### config.mk
export PLATFORM = sky130hd
export DESIGN_NAME = synth_serial_port
export DESIGN_NICKNAME = d
export VERILOG_FILES = /design/src/rtl/synth_spi_pkg.sv /design/src/rtl/ssp_sync.sv /design/src/rtl/ssp_shifter.sv /design/src/rtl/ssp_xfer_fsm.sv /design/src/rtl/synth_serial_port.sv
export SDC_FILE = /design/constraint.sdc
export NUM_CORES = 1
export LEC_CHECK = 0
export ABC_AREA = 1
export ABC_CLOCK_PERIOD_IN_PS = 3100
export BUFFER_PORTS_ARGS = -buffer_cell sky130_fd_sc_hd__buf_2
export CAP_MARGIN = 20
export CORE_MARGIN = 4
export CORE_UTILIZATION = 40
export CTS_CLUSTER_DIAMETER = 150
export CTS_CLUSTER_SIZE = 16
export DETAILED_ROUTE_END_ITERATION = 12
export HOLD_SLACK_MARGIN = 0.15
export PLACE_DENSITY = 0.68
export SETUP_SLACK_MARGIN = 0.05
export SLEW_MARGIN = 20
export SYNTH_ARGS = -nofsm -noshare
export SYNTH_HDL_FRONTEND = slang
export SYNTH_HIERARCHICAL = 1
export SYNTH_SLANG_ARGS = --single-unit
### constraint.sdc
create_clock -name clk -period 3.1 [get_ports clk]
set_input_delay 0.31 -clock clk [delete_from_list [all_inputs] [get_ports clk]]
set_output_delay 0.31 -clock clk [all_outputs]
set_load 0.01 [all_outputs]
### src/rtl/synth_spi_pkg.sv
package synth_spi_pkg;
    localparam int PRI_W = 20;
    localparam int ENH_W = 8;
    localparam int K_W   = 18;
    localparam int M_W   = 9;
    localparam int A_W   = 4;

    typedef enum logic [1:0] {
        XS_IDLE    = 2'd0,
        XS_LOADING = 2'd1,
        XS_XFER    = 2'd2
    } xfer_state_e;
endpackage

### src/rtl/ssp_sync.sv
module ssp_sync #(
    parameter int          W       = 1,
    parameter logic [W-1:0] RST_VAL = '0
) (
    input  logic         clk,
    input  logic         rst_n,
    input  logic [W-1:0] async_in,
    output logic [W-1:0] level,
    output logic [W-1:0] rise
);
    for (genvar i = 0; i < W; i++) begin : g_bit
        logic s1, s2, s3;
        always_ff @(posedge clk or negedge rst_n) begin
            if (!rst_n) begin
                s1 <= RST_VAL[i];
                s2 <= RST_VAL[i];
                s3 <= RST_VAL[i];
            end else begin
                s1 <= async_in[i];
                s2 <= s1;
                s3 <= s2;
            end
        end
        assign level[i] = s2;
        assign rise[i]  = s2 & ~s3;
    end
endmodule

### src/rtl/ssp_shifter.sv
module ssp_shifter #(
    parameter int W = 8
) (
    input  logic         clk,
    input  logic         rst_n,
    input  logic         shift,
    input  logic         din,
    output logic [W-1:0] q
);
    always_ff @(posedge clk or negedge rst_n) begin
        if (!rst_n)     q <= '0;
        else if (shift) q <= {q[W-2:0], din};
    end
endmodule

### src/rtl/ssp_xfer_fsm.sv
module ssp_xfer_fsm
    import synth_spi_pkg::*;
(
    input  logic        clk,
    input  logic        rst_n,
    input  logic        window_open,
    input  logic        strobe_rise,
    output xfer_state_e state,
    output logic        commit
);
    xfer_state_e nxt;

    always_ff @(posedge clk or negedge rst_n) begin
        if (!rst_n) state <= XS_IDLE;
        else        state <= nxt;
    end

    always_comb begin
        nxt = state;
        unique case (state)
            XS_IDLE:    if (strobe_rise)      nxt = XS_XFER;
                        else if (window_open) nxt = XS_LOADING;
            XS_LOADING: if (strobe_rise)      nxt = XS_XFER;
            XS_XFER:    if (strobe_rise)      nxt = XS_XFER;
                        else if (window_open) nxt = XS_LOADING;
                        else                  nxt = XS_IDLE;
            default:                          nxt = XS_IDLE;
        endcase
    end

    assign commit = (state == XS_XFER);
endmodule

### src/rtl/synth_serial_port.sv
module synth_serial_port
    import synth_spi_pkg::*;
#(
    parameter int P_PRI_W = PRI_W,
    parameter int P_ENH_W = ENH_W,
    parameter int P_K_W   = K_W,
    parameter int P_M_W   = M_W,
    parameter int P_A_W   = A_W
) (
    input  logic               clk,
    input  logic               rst_n,
    input  logic               ser_clk,
    input  logic               ser_data,
    input  logic               load_n,
    input  logic               enh_sel,
    input  logic               hop_wr,
    input  logic               direct_sel,
    input  logic [P_K_W-1:0]   par_k,
    input  logic [P_M_W-1:0]   par_m,
    input  logic [P_A_W-1:0]   par_a,
    input  logic               presc_en_n_i,
    output logic [P_K_W-1:0]   div_k,
    output logic [P_M_W-1:0]   div_m,
    output logic [P_A_W-1:0]   div_a,
    output logic [P_ENH_W-1:0] enh_q,
    output logic               presc_en_n_o
);
    localparam int M_LSB  = P_PRI_W - P_M_W;
    localparam int A_LSB  = M_LSB - P_A_W;
    localparam int KS_W   = A_LSB;
    localparam int NSYNC  = 5;
    // bit order: hop, enh_sel, load_n, data, sclk ; load_n idles high
    localparam logic [NSYNC-1:0] SYNC_RST = 5'b00100;

    logic [NSYNC-1:0] lvl, rise;
    logic             sclk_rise, data_s, load_s, load_rise, enh_s, hop_rise;
    logic             shift_en, strobe_rise, commit;
    logic             pri_shift, enh_shift;
    logic [P_PRI_W-1:0] pri_q, sec_q;
    xfer_state_e      state;

    ssp_sync #(.W(NSYNC), .RST_VAL(SYNC_RST)) u_sync (
        .clk(clk), .rst_n(rst_n),
        .async_in({hop_wr, enh_sel, load_n, ser_data, ser_clk}),
        .level(lvl), .rise(rise)
    );

    assign sclk_rise   = rise[0];
    assign data_s      = lvl[1];
    assign load_s      = lvl[2];
    assign load_rise   = rise[2];
    assign enh_s       = lvl[3];
    assign hop_rise    = rise[4];
    assign shift_en    = ~load_s;
    assign strobe_rise = load_rise | hop_rise;
    assign pri_shift   = shift_en & sclk_rise & ~enh_s;
    assign enh_shift   = shift_en & sclk_rise &  enh_s;

    ssp_shifter #(.W(P_PRI_W)) u_pri (
        .clk(clk), .rst_n(rst_n), .shift(pri_shift), .din(data_s), .q(pri_q)
    );

    ssp_shifter #(.W(P_ENH_W)) u_enh (
        .clk(clk), .rst_n(rst_n), .shift(enh_shift), .din(data_s), .q(enh_q)
    );

    ssp_xfer_fsm u_fsm (
        .clk(clk), .rst_n(rst_n), .window_open(shift_en),
        .strobe_rise(strobe_rise), .state(state), .commit(commit)
    );

    always_ff @(posedge clk or negedge rst_n) begin
        if (!rst_n)      sec_q <= '0;
        else if (commit) sec_q <= pri_q;
    end

    always_ff @(posedge clk or negedge rst_n) begin
        if (!rst_n) begin
            div_k        <= '0;
            div_m        <= '0;
            div_a        <= '0;
            presc_en_n_o <= 1'b0;
        end else begin
            presc_en_n_o <= presc_en_n_i;
            if (direct_sel) begin
                div_k <= par_k;
                div_m <= par_m;
                div_a <= par_a;
            end else begin
                div_k <= {{(P_K_W-KS_W){1'b0}}, sec_q[KS_W-1:0]};
                div_m <= sec_q[P_PRI_W-1:M_LSB];
                div_a <= sec_q[M_LSB-1:A_LSB];
            end
        end
    end
endmodule

# --- Word level (Yosys, flattened, before mapping) ---
# Index checks and enable logic that the tools add are counted.
classes:
  n_addsub: 0
  multipliers: 0
  div_mod_pow: 0
  order_cmp: 0
  eq_ne: 4
  shift: 0
  mux: 9
  bitwise_logic: 12
  n_reduce_logical: 2
op_table:
  columns: ["operator", "n"]
  rows:
  - ["$mux 18", 1]
  - ["$mux 9", 1]
  - ["$mux 2", 4]
  - ["$and 1x1->1", 6]
  - ["$pmux 2 s3", 1]
  - ["$not 1->1", 5]
  - ["$mux 4", 1]
  - ["$ne 3x3->1 const B", 1]
  - ["$eq 2x1->1 const B", 1]
  - ["$eq 2x2->1 const B", 1]
  - ["$logic_not 2->1", 1]
  - ["$ne 2x2->1 const B", 1]
  - ["$reduce_and 2->1", 1]
  - ["$mux 1", 1]
  - ["$or 1x1->1", 1]
totals:
  register_bits: 95
  latch_bits: 0
  mem_bits_rw: 0
  romBits: 0
  in_bits: 40
  out_inout_bits: 40
  wordCells: 48
  n_memories: 0

# --- Depth between registers and ports, before layout ---
depth:
  word_depth: 5
  ltp_mapped: 8
  depth_no_buf: 7

# --- Cells and area by module ---
# Netlist, hierarchy kept.
by_module_without_submodules:
  columns: ["mod", "n_inst", "cells_each", "area_per_inst_um2", "seq_area_each_um2"]
  rows:
  - ["synth_serial_port", 1, 211, 1919.3, 1301.2]
  - ["ssp_shifter (u_pri)", 1, 85, 767.0, 500.5]
  - ["ssp_sync", 1, 30, 466.7, 379.1]
  - ["ssp_shifter (u_enh)", 1, 34, 305.3, 200.2]
  - ["ssp_xfer_fsm", 1, 10, 81.3, 50.0]

# --- Worst setup path before layout ---
# No wires, ideal clock.
synth_path:
  path_kind: "reg2reg"
  start: "register u_sync.g_bit[2].s2"
  end: "register u_pri.q[18]"
  setup_ns: 0.116
  arrival_ns: 1.018
  t_required_ns: 2.984
  setup_slack_ns: 1.966
  stages_incl_launch_ff: 8
  path_buffers: 2
  period_less_slack_ns: 1.134
  cell_sequence: "dfstp_2 -> buf_4 -> inv_1 -> nand2_1 -> nor2_1 -> buf_4 -> nand2_1 -> nand2_1"
synth_between:
  elab_chain_len: 3
synth_rtl:
  columns: ["item", "line", "text"]
  rows:
  - ["start: declaration", "ssp_sync.sv:12", "logic s1, s2, s3;"]
  - ["start signal: assignment", "ssp_sync.sv:16", "s2 <= RST_VAL[i];"]
  - ["$not 1->1", "synth_serial_port.sv:54", "assign shift_en = ~load_s;"]
  - ["via shift_en", "synth_serial_port.sv:37", "logic shift_en, strobe_rise, commit;"]
  - ["$and 1x1->1 (2 in series)", "synth_serial_port.sv:56", "assign pri_shift = shift_en & sclk_rise & ~enh_s;"]
  - ["via pri_shift", "synth_serial_port.sv:38", "logic pri_shift, enh_shift;"]
  - ["end signal: assignment", "ssp_shifter.sv:12", "else if (shift) q <= {q[W-2:0], din};"]
  - ["end: declaration", "ssp_shifter.sv:8", "output logic [W-1:0] q"]
# The timed path passes the listed nets, and every way through them passes these cells.
# A chain may end at the register's enable or synchronous reset.

# --- Final worst setup path ---
layout_path:
  start: "register u_sync.g_bit[0].s3"
  end: "register u_enh.q[4]"
layout_between:
  elab_chain_len: 4
layout_rtl:
  columns: ["item", "line", "text"]
  rows:
  - ["start: declaration", "ssp_sync.sv:12", null]
  - ["start signal: assignment", "ssp_sync.sv:17", "s3 <= RST_VAL[i];"]
  - ["$not 1->1", "ssp_sync.sv:25", "assign rise[i] = s2 & ~s3;"]
  - ["$and 1x1->1", "ssp_sync.sv:25", null]
  - ["via rise[0]", "synth_serial_port.sv:35", "logic [NSYNC-1:0] lvl, rise;"]
  - ["$and 1x1->1 (2 in series)", "synth_serial_port.sv:57", "assign enh_shift = shift_en & sclk_rise & enh_s;"]
  - ["via enh_shift", "synth_serial_port.sv:38", null]
  - ["end signal: assignment", "ssp_shifter.sv:12", null]
  - ["end: declaration", "ssp_shifter.sv:8", null]
# The timed path passes the listed nets, and every way through them passes these cells.

==> results.txt <==
----------------------------------------------------
[Logic synthesis]
  Mean instance size in the synthesized netlist ... about 9.5 µm²
  Total nets after synthesis ... 402
  Area of the mapped netlist ... 3455 µm²
  Yosys synthesis warning count ... 6
  Post-Synthesis Cells ... approximately 360

[Hold path]
  Number of cells traversed by the worst hold path ... 3
  Worst min path class ... in -> reg
  Worst min-delay path startpoint ... par_k[2]
  Worst hold endpoint ... div_k[2]$_DFF_PN0_

[STA]
  Final total negative setup slack ... 0 ps
  Worst relative slew slack ... between 50% and 60%
  Minimum clock period ... ~1400 ps
  Total of endpoints with negative setup slack in the final report ... 0
  RSZ-0062 raised after global routing ... no
  Max-slew violations ... 0
  Count of final hold-check violations ... 0
  Hold_ws ... 163.4 ps
  Maximum achievable frequency ... approximately 0.70 GHz
  Worst Skew ... between 9 and 10 ps
  Worst-Margin Slew ... between 600 and 700 ps
  Final worst-path cycle share ... between 40% and 50%

[Global route]
  Largest net degree at the start of global routing ... between 50 and 60
  Antenna violations before repair ... 0
  Global-route wire length before repair ... roughly 11000 µm
  Remaining global-route overflow ... 0
  Vias in the first global route ... 2541
  GR Util All Layers ... between 10% and 20%

[Final layout]
  Util after Layout ... 52.39%
  Total area of multi-input combinational cells ... roughly 870 µm²
  Number of antenna diodes ... 0
  Post-route cell area ... roughly 4300 µm²
  Layout-stage area growth over the synthesis result ... 25.86%
  Share of cells above drive strength 1 ... 22.98%
  Fillcell total ... 774
  # nets final ... roughly 500
  FF+latch area ... between 2000 and 2500 µm²

[Die]
  Total Die Area ... just over 10000 µm²
  Number of primary I/O pins ... 80
  Die extent in x ... ~100 µm
  Std-Cell Rows ... 33
  Core region area ... between 8000 and 9000 µm²
  Y dimension of the die ... between 100 and 150 µm
  Starting utilization of the core area ... around two fifths

[Place]
  DPL Wire Length ... ~4200 µm
  PortBufs ... between 70 and 80
  GPL Wtd Cong ... 0.7299
  Placed Area ... roughly 3900 µm²

[Detailed routing]
  Number of detailed-route iterations in the first pass ... 4
  Routed wirelength normalized by instance count ... roughly 11 µm
  DR vias/cell ... between 4 and 5
  Vias post-DR ... ~2500
  DR iter-0 viols ... 98
  Remaining design rule violation count ... 0
  Wire length after detailed routing ... 6444 µm
  Remaining antenna violation count ... 0

[Critical path]
  Number of cells traversed by the worst register-to-register path ... 6
  Worst-path fanout max ... 9
  Reg-to-reg startpoint ... u_sync/g_bit[0].s3$_DFF_PN0_
  Data arrival, critical path ... ~1700 ps
  Flop-to-flop setup slack ... around 1700 ps
  Nature of the critical path startpoint ... flip-flop
  Crit path capture type ... flip-flop
  Worst R2R End ... u_enh/q[4]$_DFFE_PN0P_
  CP required ... around 3300 ps
  Kind of critical path ... reg -> reg

[Pwr]
  Static Leak ... ~0.0026 µW
  PnR Total Power ... 2432 µW
  Maximum ir drop on the vdd rail ... between 0.2 and 0.3 mV
  Power density relative to cell area ... about 560 nW/µm²

[Clocking]
  Clock insertion delay at the later pin of the skew report ... between 300 and 400 ps
  Inserted Clock Buffers ... 9
  Maximum root-to-sink buffer count ... 2
  Number of H-tree branching levels ... 3
  Clk slew on worst S/H paths ... 90 ps
  Clock tree from TritonCTS ... done
  Post-CTS repair timing setup buffer count ... 0
  CTS sink count ... 95
  Clock Tree Root ... clkbuf_8

[Flow run]
  Max-cap check violation count ... 0

[Status]
  Run status ... complete, no violations

----------------------------------------------------
## area by class of cell
| class | instances | share of cell area (%) |
|---|---|---|
| clock buffers | 11 | 3.252 |
| well taps | 105 | 3.022 |
| flip-flops and latches | 95 | 54.76 |
| multi-input cells | 228 | 19.94 |
| inverters | 22 | 1.899 |
| repair buffers | 109 | 15.83 |
| clock inverters | 5 | 1.295 |
## timing repair
| item | in CTS | in global routing |
|---|---|---|
| hold buffers | 25 | 1 |
| gates resized for setup | 0 | 0 |
| hold endpoints to repair | 71 | 1 |
## power breakdown
group          leakage [µW]  internal [µW]  switching, µW
registers           0.00124           1330           46.2
logic               0.00122            108            144
clock network     0.0000997            396            411
## routing by layer
layer / up-vias / share of wire, % / global-route usage [%]
met5: - / 0 / 0
met2: 62 / 47 / 23.09
met1: 1152 / 45 / 17.37
met4: 0 / 1.5 / 5.726
li1: 1276 / - / -
met3: 7 / 5.8 / 3.806
## layout by cell type (no fill, tap or decap)
cell type and instances:
dlygate4sd3_1 26, inv_2 3, dfstp_2 3, dfrtp_1 92, bufinv_16 1, nor2_2 3, buf_2 78, buf_4 5
or2_2 1, clkinv_2 2, a21oi_1 1, inv_6 1, nor2_1 5, clkbuf_8 10, inv_1 19, clkbuf_1 1
nand2_1 218, clkinvlp_4 1
## worst max-delay path: stages (launching register included)
cell and delay, ps:
dfrtp_1 380, nor2_2 90, nand2_1 70, nor2_1 460
inv_2 180, nand2_1 100, nand2_1 50
## per-stage QoR
step,instances,setup WS (ps)
after global placement,533,1646
after floorplan,362,1966
after detailed placement,533,1648
after global routing,575,1510
after CTS,574,1633
final,575,1671
## sequential cells by signal, indices dropped and copies added (netlist names)
register / flops
div_a: 4
div_k: 18
div_m: 9
presc_en_n_o: 1
sec_q: 20
u_enh/q: 8
u_fsm/state: 2
u_pri/q: 20
u_sync/g_bit.s1: 5
u_sync/g_bit.s2: 5
u_sync/g_bit.s3: 3
## worst max path at each step
stage | start | endpoint | slack, ps
2_1_floorplan | u_sync/g_bit[2].s2$_DFF_PN1_ | u_pri/q[18]$_DFFE_PN0P_ | 1970
3_3_place_gp | u_sync/g_bit[0].s3$_DFF_PN0_ | u_enh/q[5]$_DFFE_PN0P_ | 1650
3_5_place_dp | u_sync/g_bit[0].s2$_DFF_PN0_ | u_enh/q[4]$_DFFE_PN0P_ | 1650
4_1_cts | u_sync/g_bit[0].s2$_DFF_PN0_ | u_enh/q[4]$_DFFE_PN0P_ | 1630
5_1_grt | u_sync/g_bit[0].s2$_DFF_PN0_ | u_enh/q[0]$_DFFE_PN0P_ | 1510
6_report | u_sync/g_bit[0].s3$_DFF_PN0_ | u_enh/q[4]$_DFFE_PN0P_ | 1670
Note: power is estimated with default switching activity, not from simulation.
